==> src/rtl/uart_rx_pkg.sv <==
package uart_rx_pkg;
    typedef enum logic [2:0] {
        ST_IDLE,
        ST_START,
        ST_DATA,
        ST_STOP,
        ST_WAITHI
    } rx_state_e;

    // bit positions of the status write word
    localparam int unsigned WB_FRAME = 0;
    localparam int unsigned WB_BREAK = 1;
    localparam int unsigned WB_OVR   = 2;
    localparam int unsigned WB_IEN   = 3;
    localparam int unsigned WR_W     = 4;
endpackage

==> src/rtl/rx_sync.sv <==
module rx_sync #(
    parameter int unsigned STAGES = 2
) (
    input  logic clk,
    input  logic rst_n,
    input  logic din,
    output logic dout
);
    logic [STAGES-1:0] sr_q;
    logic [STAGES-1:0] sr_d;

    always_comb begin
        sr_d[0] = din;
    end

    for (genvar g = 1; g < STAGES; g++) begin : g_stage
        always_comb begin
            sr_d[g] = sr_q[g-1];
        end
    end

    always_ff @(posedge clk or negedge rst_n) begin
        if (!rst_n) sr_q <= '1;
        else        sr_q <= sr_d;
    end

    assign dout = sr_q[STAGES-1];
endmodule

==> src/rtl/rx_frame.sv <==
module rx_frame
    import uart_rx_pkg::*;
#(
    parameter int unsigned OSR   = 16,
    parameter int unsigned DBITS = 8,
    localparam int unsigned MAXB = DBITS + 1
) (
    input  logic            clk,
    input  logic            rst_n,
    input  logic            tick,
    input  logic            mode9,
    input  logic            rxd_s,
    output logic            done,
    output logic            stop_ok,
    output logic            brk_hit,
    output logic [MAXB-1:0] frame_data
);
    localparam int unsigned CW = $clog2(OSR);
    localparam int unsigned IW = $clog2(MAXB + 1);
    localparam logic [CW-1:0] MIDC  = CW'(OSR / 2 - 1);
    localparam logic [CW-1:0] ENDC  = CW'(OSR - 1);
    localparam logic [IW-1:0] LAST8 = IW'(DBITS - 1);
    localparam logic [IW-1:0] LAST9 = IW'(MAXB - 1);

    typedef struct packed {
        rx_state_e       st;
        logic [CW-1:0]   cnt;
        logic [IW-1:0]   idx;
        logic [MAXB-1:0] shf;
        logic            nine;
        logic            allz;
    } frm_t;

    frm_t cur_q, nxt_d;
    logic [IW-1:0] last_idx;

    always_comb begin
        nxt_d    = cur_q;
        done     = 1'b0;
        stop_ok  = 1'b0;
        brk_hit  = 1'b0;
        last_idx = cur_q.nine ? LAST9 : LAST8;
        case (cur_q.st)
            ST_IDLE: begin
                if (tick && !rxd_s) begin
                    nxt_d.st   = ST_START;
                    nxt_d.cnt  = '0;
                    nxt_d.nine = mode9;
                end
            end
            ST_START: begin
                if (tick) begin
                    if (cur_q.cnt == MIDC) begin
                        nxt_d.cnt = '0;
                        if (rxd_s) begin
                            nxt_d.st = ST_IDLE;
                        end else begin
                            nxt_d.st   = ST_DATA;
                            nxt_d.idx  = '0;
                            nxt_d.shf  = '0;
                            nxt_d.allz = 1'b1;
                        end
                    end else begin
                        nxt_d.cnt = cur_q.cnt + 1'b1;
                    end
                end
            end
            ST_DATA: begin
                if (tick) begin
                    if (cur_q.cnt == ENDC) begin
                        nxt_d.cnt  = '0;
                        nxt_d.shf  = {rxd_s, cur_q.shf[MAXB-1:1]};
                        nxt_d.allz = cur_q.allz & ~rxd_s;
                        nxt_d.idx  = cur_q.idx + 1'b1;
                        if (cur_q.idx == last_idx) begin
                            nxt_d.st = ST_STOP;
                            brk_hit  = cur_q.allz & ~rxd_s;
                        end
                    end else begin
                        nxt_d.cnt = cur_q.cnt + 1'b1;
                    end
                end
            end
            ST_STOP: begin
                if (tick) begin
                    if (cur_q.cnt == ENDC) begin
                        done      = 1'b1;
                        stop_ok   = rxd_s;
                        nxt_d.cnt = '0;
                        nxt_d.st  = rxd_s ? ST_IDLE : ST_WAITHI;
                    end else begin
                        nxt_d.cnt = cur_q.cnt + 1'b1;
                    end
                end
            end
            ST_WAITHI: begin
                if (rxd_s) nxt_d.st = ST_IDLE;
            end
            default: nxt_d.st = ST_IDLE;
        endcase
    end

    always_ff @(posedge clk or negedge rst_n) begin
        if (!rst_n) begin
            cur_q      <= '0;
            cur_q.st   <= ST_IDLE;
            cur_q.allz <= 1'b1;
        end else begin
            cur_q <= nxt_d;
        end
    end

    assign frame_data = cur_q.nine ? cur_q.shf : (cur_q.shf >> (MAXB - DBITS));


    glitch_abort_chk: assert property (@(posedge clk) disable iff (!rst_n)
        (cur_q.st == ST_START && tick && cur_q.cnt == MIDC && rxd_s) |=> (cur_q.st == ST_IDLE));


    idx_bound_chk: assert property (@(posedge clk) disable iff (!rst_n)
        (cur_q.idx <= IW'(MAXB)));


    wait_high_chk: assert property (@(posedge clk) disable iff (!rst_n)
        (cur_q.st == ST_WAITHI && !rxd_s) |=> (cur_q.st == ST_WAITHI));
endmodule

==> src/rtl/rx_status.sv <==
module rx_status
    import uart_rx_pkg::*;
#(
    parameter int unsigned DW = 9
) (
    input  logic            clk,
    input  logic            rst_n,
    input  logic            done,
    input  logic            stop_ok,
    input  logic            brk_hit,
    input  logic [DW-1:0]   frame_data,
    input  logic            rd_clr,
    input  logic            wr_en,
    input  logic [WR_W-1:0] wr_data,
    output logic [DW-1:0]   rx_data,
    output logic            rx_full,
    output logic            err_frame,
    output logic            err_break,
    output logic            err_overrun,
    output logic            stat_ien,
    output logic            rx_irq
);
    typedef struct packed {
        logic [DW-1:0] dat;
        logic          full;
        logic          fe;
        logic          brk;
        logic          ovr;
        logic          ien;
    } sts_t;

    sts_t s_q, s_d;
    logic clr_fe, clr_brk, clr_ovr;

    always_comb begin
        s_d     = s_q;
        clr_fe  = wr_en & wr_data[WB_FRAME];
        clr_brk = wr_en & wr_data[WB_BREAK];
        clr_ovr = wr_en & wr_data[WB_OVR];
        if (clr_fe)  s_d.fe  = 1'b0;
        if (clr_brk) s_d.brk = 1'b0;
        if (clr_ovr) s_d.ovr = 1'b0;
        if (wr_en)   s_d.ien = wr_data[WB_IEN];
        if (rd_clr)  s_d.full = 1'b0;
        if (brk_hit) s_d.brk = 1'b1;
        if (done) begin
            s_d.dat  = frame_data;
            s_d.full = 1'b1;
            if (!stop_ok) s_d.fe  = 1'b1;
            if (s_q.full) s_d.ovr = 1'b1;
        end
    end

    always_ff @(posedge clk or negedge rst_n) begin
        if (!rst_n) s_q <= '0;
        else        s_q <= s_d;
    end

    assign rx_data     = s_q.dat;
    assign rx_full     = s_q.full;
    assign err_frame   = s_q.fe;
    assign err_break   = s_q.brk;
    assign err_overrun = s_q.ovr;
    assign stat_ien    = s_q.ien;
    assign rx_irq      = s_q.full | (s_q.ien & (s_q.fe | s_q.brk | s_q.ovr));


    full_set_chk: assert property (@(posedge clk) disable iff (!rst_n)
        done |=> (rx_full && rx_data == $past(frame_data)));


    ovr_set_chk: assert property (@(posedge clk) disable iff (!rst_n)
        (done && rx_full) |=> err_overrun);


    fe_hold_chk: assert property (@(posedge clk) disable iff (!rst_n)
        (err_frame && !(wr_en && wr_data[WB_FRAME])) |=> err_frame);


    irq_quiet_chk: assert property (@(posedge clk) disable iff (!rst_n)
        (!rx_full && !stat_ien) |-> !rx_irq);
endmodule

==> src/rtl/uart_rx_estat.sv <==
module uart_rx_estat
    import uart_rx_pkg::*;
#(
    parameter int unsigned OSR       = 16,
    parameter int unsigned DBITS     = 8,
    parameter int unsigned SYNC_STGS = 2,
    localparam int unsigned DW = DBITS + 1
) (
    input  logic            clk,
    input  logic            rst_n,
    input  logic            tick16,
    input  logic            mode9,
    input  logic            rxd,
    input  logic            rd_clr,
    input  logic            wr_en,
    input  logic [3:0]      wr_data,
    output logic [DW-1:0]   rx_data,
    output logic            rx_full,
    output logic            err_frame,
    output logic            err_break,
    output logic            err_overrun,
    output logic            stat_ien,
    output logic            rx_irq
);
    logic          rxd_s;
    logic          f_done;
    logic          f_stop_ok;
    logic          f_brk;
    logic [DW-1:0] f_data;

    rx_sync #(.STAGES(SYNC_STGS)) u_sync (
        .clk  (clk),
        .rst_n(rst_n),
        .din  (rxd),
        .dout (rxd_s)
    );

    rx_frame #(.OSR(OSR), .DBITS(DBITS)) u_frame (
        .clk       (clk),
        .rst_n     (rst_n),
        .tick      (tick16),
        .mode9     (mode9),
        .rxd_s     (rxd_s),
        .done      (f_done),
        .stop_ok   (f_stop_ok),
        .brk_hit   (f_brk),
        .frame_data(f_data)
    );

    rx_status #(.DW(DW)) u_status (
        .clk        (clk),
        .rst_n      (rst_n),
        .done       (f_done),
        .stop_ok    (f_stop_ok),
        .brk_hit    (f_brk),
        .frame_data (f_data),
        .rd_clr     (rd_clr),
        .wr_en      (wr_en),
        .wr_data    (wr_data),
        .rx_data    (rx_data),
        .rx_full    (rx_full),
        .err_frame  (err_frame),
        .err_break  (err_break),
        .err_overrun(err_overrun),
        .stat_ien   (stat_ien),
        .rx_irq     (rx_irq)
    );
endmodule

==> config.mk <==
export PLATFORM = sky130hd
export DESIGN_NAME = uart_rx_estat
export DESIGN_NICKNAME = d
export VERILOG_FILES = /design/src/rtl/uart_rx_pkg.sv /design/src/rtl/rx_sync.sv /design/src/rtl/rx_frame.sv /design/src/rtl/rx_status.sv /design/src/rtl/uart_rx_estat.sv
export SDC_FILE = /design/constraint.sdc
export NUM_CORES = 1
export LEC_CHECK = 0
export BUFFER_PORTS_ARGS = -buffer_cell sky130_fd_sc_hd__buf_4
export CORE_MARGIN = 5
export CORE_UTILIZATION = 59
export CTS_CLUSTER_SIZE = 40
export DETAILED_ROUTE_END_ITERATION = 16
export HOLD_SLACK_MARGIN = 0.1
export PLACE_DENSITY = 0.82
export SLEW_MARGIN = 20
export SYNTH_ARGS = -nofsm -noshare
export SYNTH_HDL_FRONTEND = slang
export SYNTH_SLANG_ARGS = --single-unit
==> constraint.sdc <==
create_clock -name clk -period 3.75 [get_ports clk]
set_input_delay 0.375 -clock clk [delete_from_list [all_inputs] [get_ports clk]]
set_output_delay 0.375 -clock clk [all_outputs]
set_load 0.01 [all_outputs]
**After elaboration in Yosys (flattened, before gate mapping)**

Cells that the tools add are included.

- ROM bits: 0
- Input port bits: 11
- Flip-flop bits (word level): 38
- Memory bits (writable): 0
- Memories kept: 0
- Bits in latches: 0

- Multiply operators: 0
- Reduce and logical (&&, ||, !) cells: 11
- Divide/modulo/power cells: 0
- Shift operators: 0
- Bitwise logic cells: 9
- Eq/ne operators: 17
- Magnitude comparators: 0
- Muxes and demuxes: 46
- $add $sub $neg: 2

Operators by type and width:

| cell | number |
|---|---|
| 20-bit two-way mux | 2 |
| 13-bit two-way mux | 3 |
| 13-bit case mux with 2 select lines | 1 |
| 1-bit two-way mux | 23 |
| 3-bit two-way mux | 6 |
| 4-bit case mux with 4 select lines | 1 |
| 3-bit case mux with 5 select lines | 1 |
| 7-bit two-way mux | 2 |
| 4-bit two-way mux | 3 |
| 2-bit by 1-bit inequality test with 1-bit output, second input constant | 5 |
| 2-bit inequality test, second input constant | 5 |
| 9-bit two-way mux | 1 |
| 9-bit AND reduction | 1 |
| 4-bit by 1-bit adder with 4-bit output, second input constant | 2 |
| 3-bit by 2-bit equality test with 1-bit output, second input constant | 2 |
| 6-bit AND reduction | 1 |
| 2-bit nonzero test | 3 |
| 1-bit bitwise AND | 5 |
| 5-bit AND reduction | 1 |
| 4-bit by 3-bit equality test with 1-bit output, second input constant | 1 |
| 4-bit equality test | 1 |
| 4-bit equality test, second input constant | 1 |
| 2-bit two-way mux | 2 |
| 4-bit nonzero test | 1 |
| other kinds (9) | 11 |

**Logic depth before layout (Yosys ltp)**

- Depth after elaboration: 7
- Mapped depth: 6
- Depth with buffers taken out: 5

**Cells and area by module**

A second synthesis with hierarchy kept.

- Cells, all modules: 184
- Area total of the unflattened synthesis: 1959.4 µm²

By module, submodules not included:

| module | seq. area each (µm²) | cells an instance | instances | area an instance (µm²) |
|---|---|---|---|---|
| rx_frame | 551.8 | 145 | 1 | 1337.5 |
| rx_status | 350.3 | 37 | 1 | 569.3 |
| rx_sync | 52.6 | 2 | 1 | 52.6 |

**Worst setup path before layout**

OpenSTA, ideal clock, no wires.

- Path type: reg2reg
- From: register u_frame.cur_q[18] in the netlist's numbering
- To: register u_frame.cur_q[12] in the netlist's numbering
- Setup time: 0.121 ns
- Setup slack: 1.995 ns
- Path buffers: 2
- Stages on the path, launching flop included: 6
- Data arrival time: 1.634 ns
- Clock period less this slack: 1.755 ns
- Path through: dfrtp_1 > buf_6 > or4b_1 > a211o_1 > buf_6 > a22o_1

- Word-level cells in the longest chain between the ends: 3
- Elaborated cells between the ends (all ways): 5
- Classes of those cells: eq/ne (4); reduce/logical (1)

RTL lines:

| item | line | source |
|---|---|---|
| start, declared | rx_frame.sv:34 | `frm_t cur_q, nxt_d;` |
| start signal, assigned | rx_frame.sv:109 | `cur_q <= nxt_d;` |
| 4-bit equality test / 4-bit by 3-bit equality test with 1-bit output (equally long branches) | rx_frame.sv:70, rx_frame.sv:53 |  |
| 2-bit by 1-bit inequality test with 1-bit output (no source line) | - |  |
| 6-bit AND reduction (no source line) * | - |  |

Mark *: on every way between the ends. The rest lies on a longest branch, timed or not.
A chain may end at the register's enable or synchronous reset.

**Worst setup path in the final report**

- From: register u_frame.cur_q[20] in the netlist's numbering
- To: register u_frame.cur_q[13] in the netlist's numbering

- Word-level cells in the longest chain between the ends: 3
- Elaborated cells between the ends (all ways): 10
- Classes of those cells: eq/ne (7); mux (1); reduce/logical (2)

RTL lines:

| item | line | source |
|---|---|---|
| 3-bit by 1-bit equality test with 1-bit output / 3-bit by 2-bit equality test with 1-bit output (equally long branches) | rx_frame.sv:43 | `case (cur_q.st)` |
| 2-bit inequality test (no source line) (tied with other cells) | - |  |
| 6-bit AND reduction (no source line) | - |  |

Several ways; a longest one is shown, not always the timed one.

==> flow_summary_export.csv <==
group,metric,value,unit
sta,rsz0062_at_grt,"false",
status,status,"completed",
cells_and_area,drive_gt1_share,21.58,%
pwr,leakage,0.0009682,uW
sta,period_needed,1.965,ns
sta,fin_setup_tns,0,ns
logic_synthesis,synth-seq-cells,38,
pwr,peakVddDrop,0.0006258,V
pwr,switching_share,29.01,%
floorplanning,die_x,63.96,um
cts,htree_levels,2,
cts,cts_sinks,38,
sta,fin_worst_skew,0.008248,ns
cells_and_area,areaGrowthSynthToFinish,16.82,%
place,dpl.hpwl,2.301,mm
logic_synthesis,synth_seq_area_share,55.57,%
route,post_drt_wl_per_cell,14.51,um
cells_and_area,finalNetCount,202,
critical_path,slowest_stage,"or4b_1",
route,first_iter_violations,28,
route,vias_per_cell,5.733,
critical_path,critPathRequiredTime,3.97,ns
min_path,min_path_type,"input pin to flop",
grt,overflow,0,
sta,max_freq,508.9,MHz
cts,cts_buffers,5,
route,num_vias,1267,
route,drtPass1Iterations,4,
grt,antenna_found_initial,0,
pwr,p_total,1135,uW
cells_and_area,antenna_cells,0,
critical_path,critical_path_class,"flop to flop",
critical_path,slowest_delay,0.55,ns
logic_synthesis,synth.avg_cell_area,10.35,sq um
logic_synthesis,ys_types,36,
route,route.antenna.remaining_nets,0,
sta,slew_headroom,60.26,%
logic_synthesis,synth-edff-count,0,
logic_synthesis,synthArstFlopShare,100.0,%
floorplanning,die-area,4091,sq um
logic_synthesis,syn-num-nets,179,
cts,clk_pin_slew_worst_paths,0.11,ns
route,drc,0,
logic_synthesis,syn_area,1718,sq um
place,gp_congestion,0.8949,
sta,hold_violations,0,
logic_synthesis,synth_cells,166,
grt,grt_pass1_vias,1230,
floorplanning,top_level_ports,26,
grt,grt_start_max_net_pins,39,
logic_synthesis,synthFlopType,"dfrtp_1",
cts,insertion_delay,0.35,ns
cells_and_area,utilization,72.15,%
sta,setup_viol,0,
cts,ctsResizeCount,0,
job,drv_cap,0,
critical_path,arrival,2.19,ns
floorplanning,initial_core_util,61.76,%
critical_path,cp_cell_sequence,"or4b_1 > a211o_1 > o21ai_0 > o21ai_0",
pwr,comb_power_share,18.8,%
cts,cts_root_buf,"clkbuf_4",
grt,grt_use_total,17.71,%
pwr,p_per_area,565.4,nW/um^2
pwr,power_switching,329.2,uW
cts,cts_buffer_depth,2,
route,routed_wl,3.206,mm
critical_path,timing.critical_path.mode_cell,"o21ai_0",
cts,cts_tree,"built",
floorplanning,die_height,63.96,um
sta,slew_violations,0,
sta,timing.final.crit_share,52.40,%
sta,tightestPinTransition,0.5962,ns
floorplanning,design.core.area,2781,sq um
critical_path,critical_path_peak_fanout,14,
critical_path,start_kind,"flop",
pwr,intPower,805.5,uW
place,port_buffers,25,
critical_path,critPathCaptureType,"flop",
pwr,p_seq_share,49.6,%
floorplanning,fp-row-count,19,
grt,grt_first_pass_wirelength,5.727,mm
logic_synthesis,yosys_warnings,0,
pwr,p_clk_share,31.6,%
[cells in the mapped netlist (3+ instances only)]
| library cell | number | share of area [%] |
|---|---|---|
| a21oi_1 | 4 | 1.2 |
| a22o_1 | 10 | 5.1 |
| inv_1 | 4 | 0.87 |
| clkbuf_1 | 5 | 1.1 |
| dfrtp_1 | 35 | 51 |
| o21ai_0 | 18 | 5.2 |
| nand2_1 | 30 | 6.6 |
| mux2_2 | 3 | 2.0 |
| mux2i_1 | 8 | 4.7 |
| nor2_1 | 9 | 2.0 |
| nor3_1 | 4 | 1.2 |
| dfstp_2 | 3 | 4.6 |
[logic make-up (layout without fill, tap and decap cells)]
group	after synthesis	count (layout)	share of synthesized area, %
AO/OA/AOI/OAI	41	41	15.51
flip-flops	38	38	55.57
multiplexers	11	11	6.628
XOR/XNOR	1	1	0.5099
AND/OR/NAND/NOR	59	59	16.02
adder cells (fa/ha/maj)	2	2	1.456
buffers and inverters	14	38	4.297
[placed cells by master (no fill, tap or decap), types with 4 or more instances in the layout]
| master | count |
|---|---|
| a21oi_1 | 4 |
| a22o_1 | 10 |
| buf_4 | 25 |
| clkbuf_4 | 5 |
| dfrtp_1 | 35 |
| inv_1 | 4 |
| mux2i_1 | 8 |
| nand2_1 | 30 |
| nor2_1 | 9 |
| nor3_1 | 4 |
| o21ai_0 | 18 |
[cell type report]
cell class	instances	area (sq um)
Timing Repair Buffer	26	197.7
Sequential cell	38	954.7
Fill cell	222	774.5
Inverter	4	15.01
Tap cell	31	38.79
Multi-Input combinational cell	114	689.4
Clock buffer	6	51.30
Clock inverter	2	60.06
[sequential cells by signal, summed over array words and instances, names as in the netlist]
signal and flops:
u_frame.cur_q 22, u_status.err_break 1, u_status.err_frame 1, u_status.err_overrun 1
u_status.rx_data 9, u_status.rx_full 1, u_status.stat_ien 1, u_sync.sr_q 2
[worst paths after layout]
kind | start | cells after the start | to | slack [ns]
hold reg to reg | u_sync.sr_q[0] | 0 | u_sync.sr_q[1] | 0.36
hold / removal | rxd | 1 | u_sync.sr_q[0] | 0.13
setup reg to reg | u_frame.cur_q[20] | 4 | u_frame.cur_q[13] | 1.78
min in group asynchronous | rst_n | 2 | u_frame.cur_q[1] | 0.51
setup / recovery | u_frame.cur_q[20] | 4 | u_frame.cur_q[13] | 1.78
max in group asynchronous | rst_n | 2 | u_frame.cur_q[0] | 2.89
[routing by layer]
| metal | global-route usage, % | wire length, um | up-vias | share of wire [%] |
|---|---|---|---|---|
| met5 | 0 | 0 | - | 0 |
| met3 | 5.954 | 220 | 5 | 6.9 |
| met1 | 22.59 | 1466 | 595 | 46 |
| met4 | 7.013 | 37 | 0 | 1.2 |
| li1 | - | - | 630 | - |
| met2 | 27.76 | 1481 | 37 | 46 |
[power by group through the flow]
stage	clock network [uW]	registers (uW)	logic, uW
after global placement	0	564	204
after global routing	386	579	242
after detailed placement	0	570	212
after floorplan	0	508	225
final	358	563	213
after CTS	365	562	215
[what timing repair did]
action	CTS	global route
hold endpoints to repair	35	0
endpoints found under the setup margin	0	0
buffers inserted	0	0
hold buffers	1	0
[critical path: cells and delay by family, from the launching register on]
family           cells  cell delay, ns
AND/OR/NAND/NOR      1            0.55
flip-flops           1            0.51
AO/OA/AOI/OAI        3            0.80
[per-stage QoR]
step / cell area, sq um / std cells / worst slack (ns) / hold WS (ns)
floorplan: 1718 / 166 / 1.995 / 0.07941
global placement: 1886 / 212 / 1.842 / 0.3457
detailed placement: 1886 / 212 / 1.809 / 0.3489
CTS: 2007 / 221 / 1.793 / 0.1182
global route: 2007 / 221 / 1.629 / 0.1099
finish: 2007 / 221 / 1.785 / 0.1315
(Power assumes the default switching activity.)
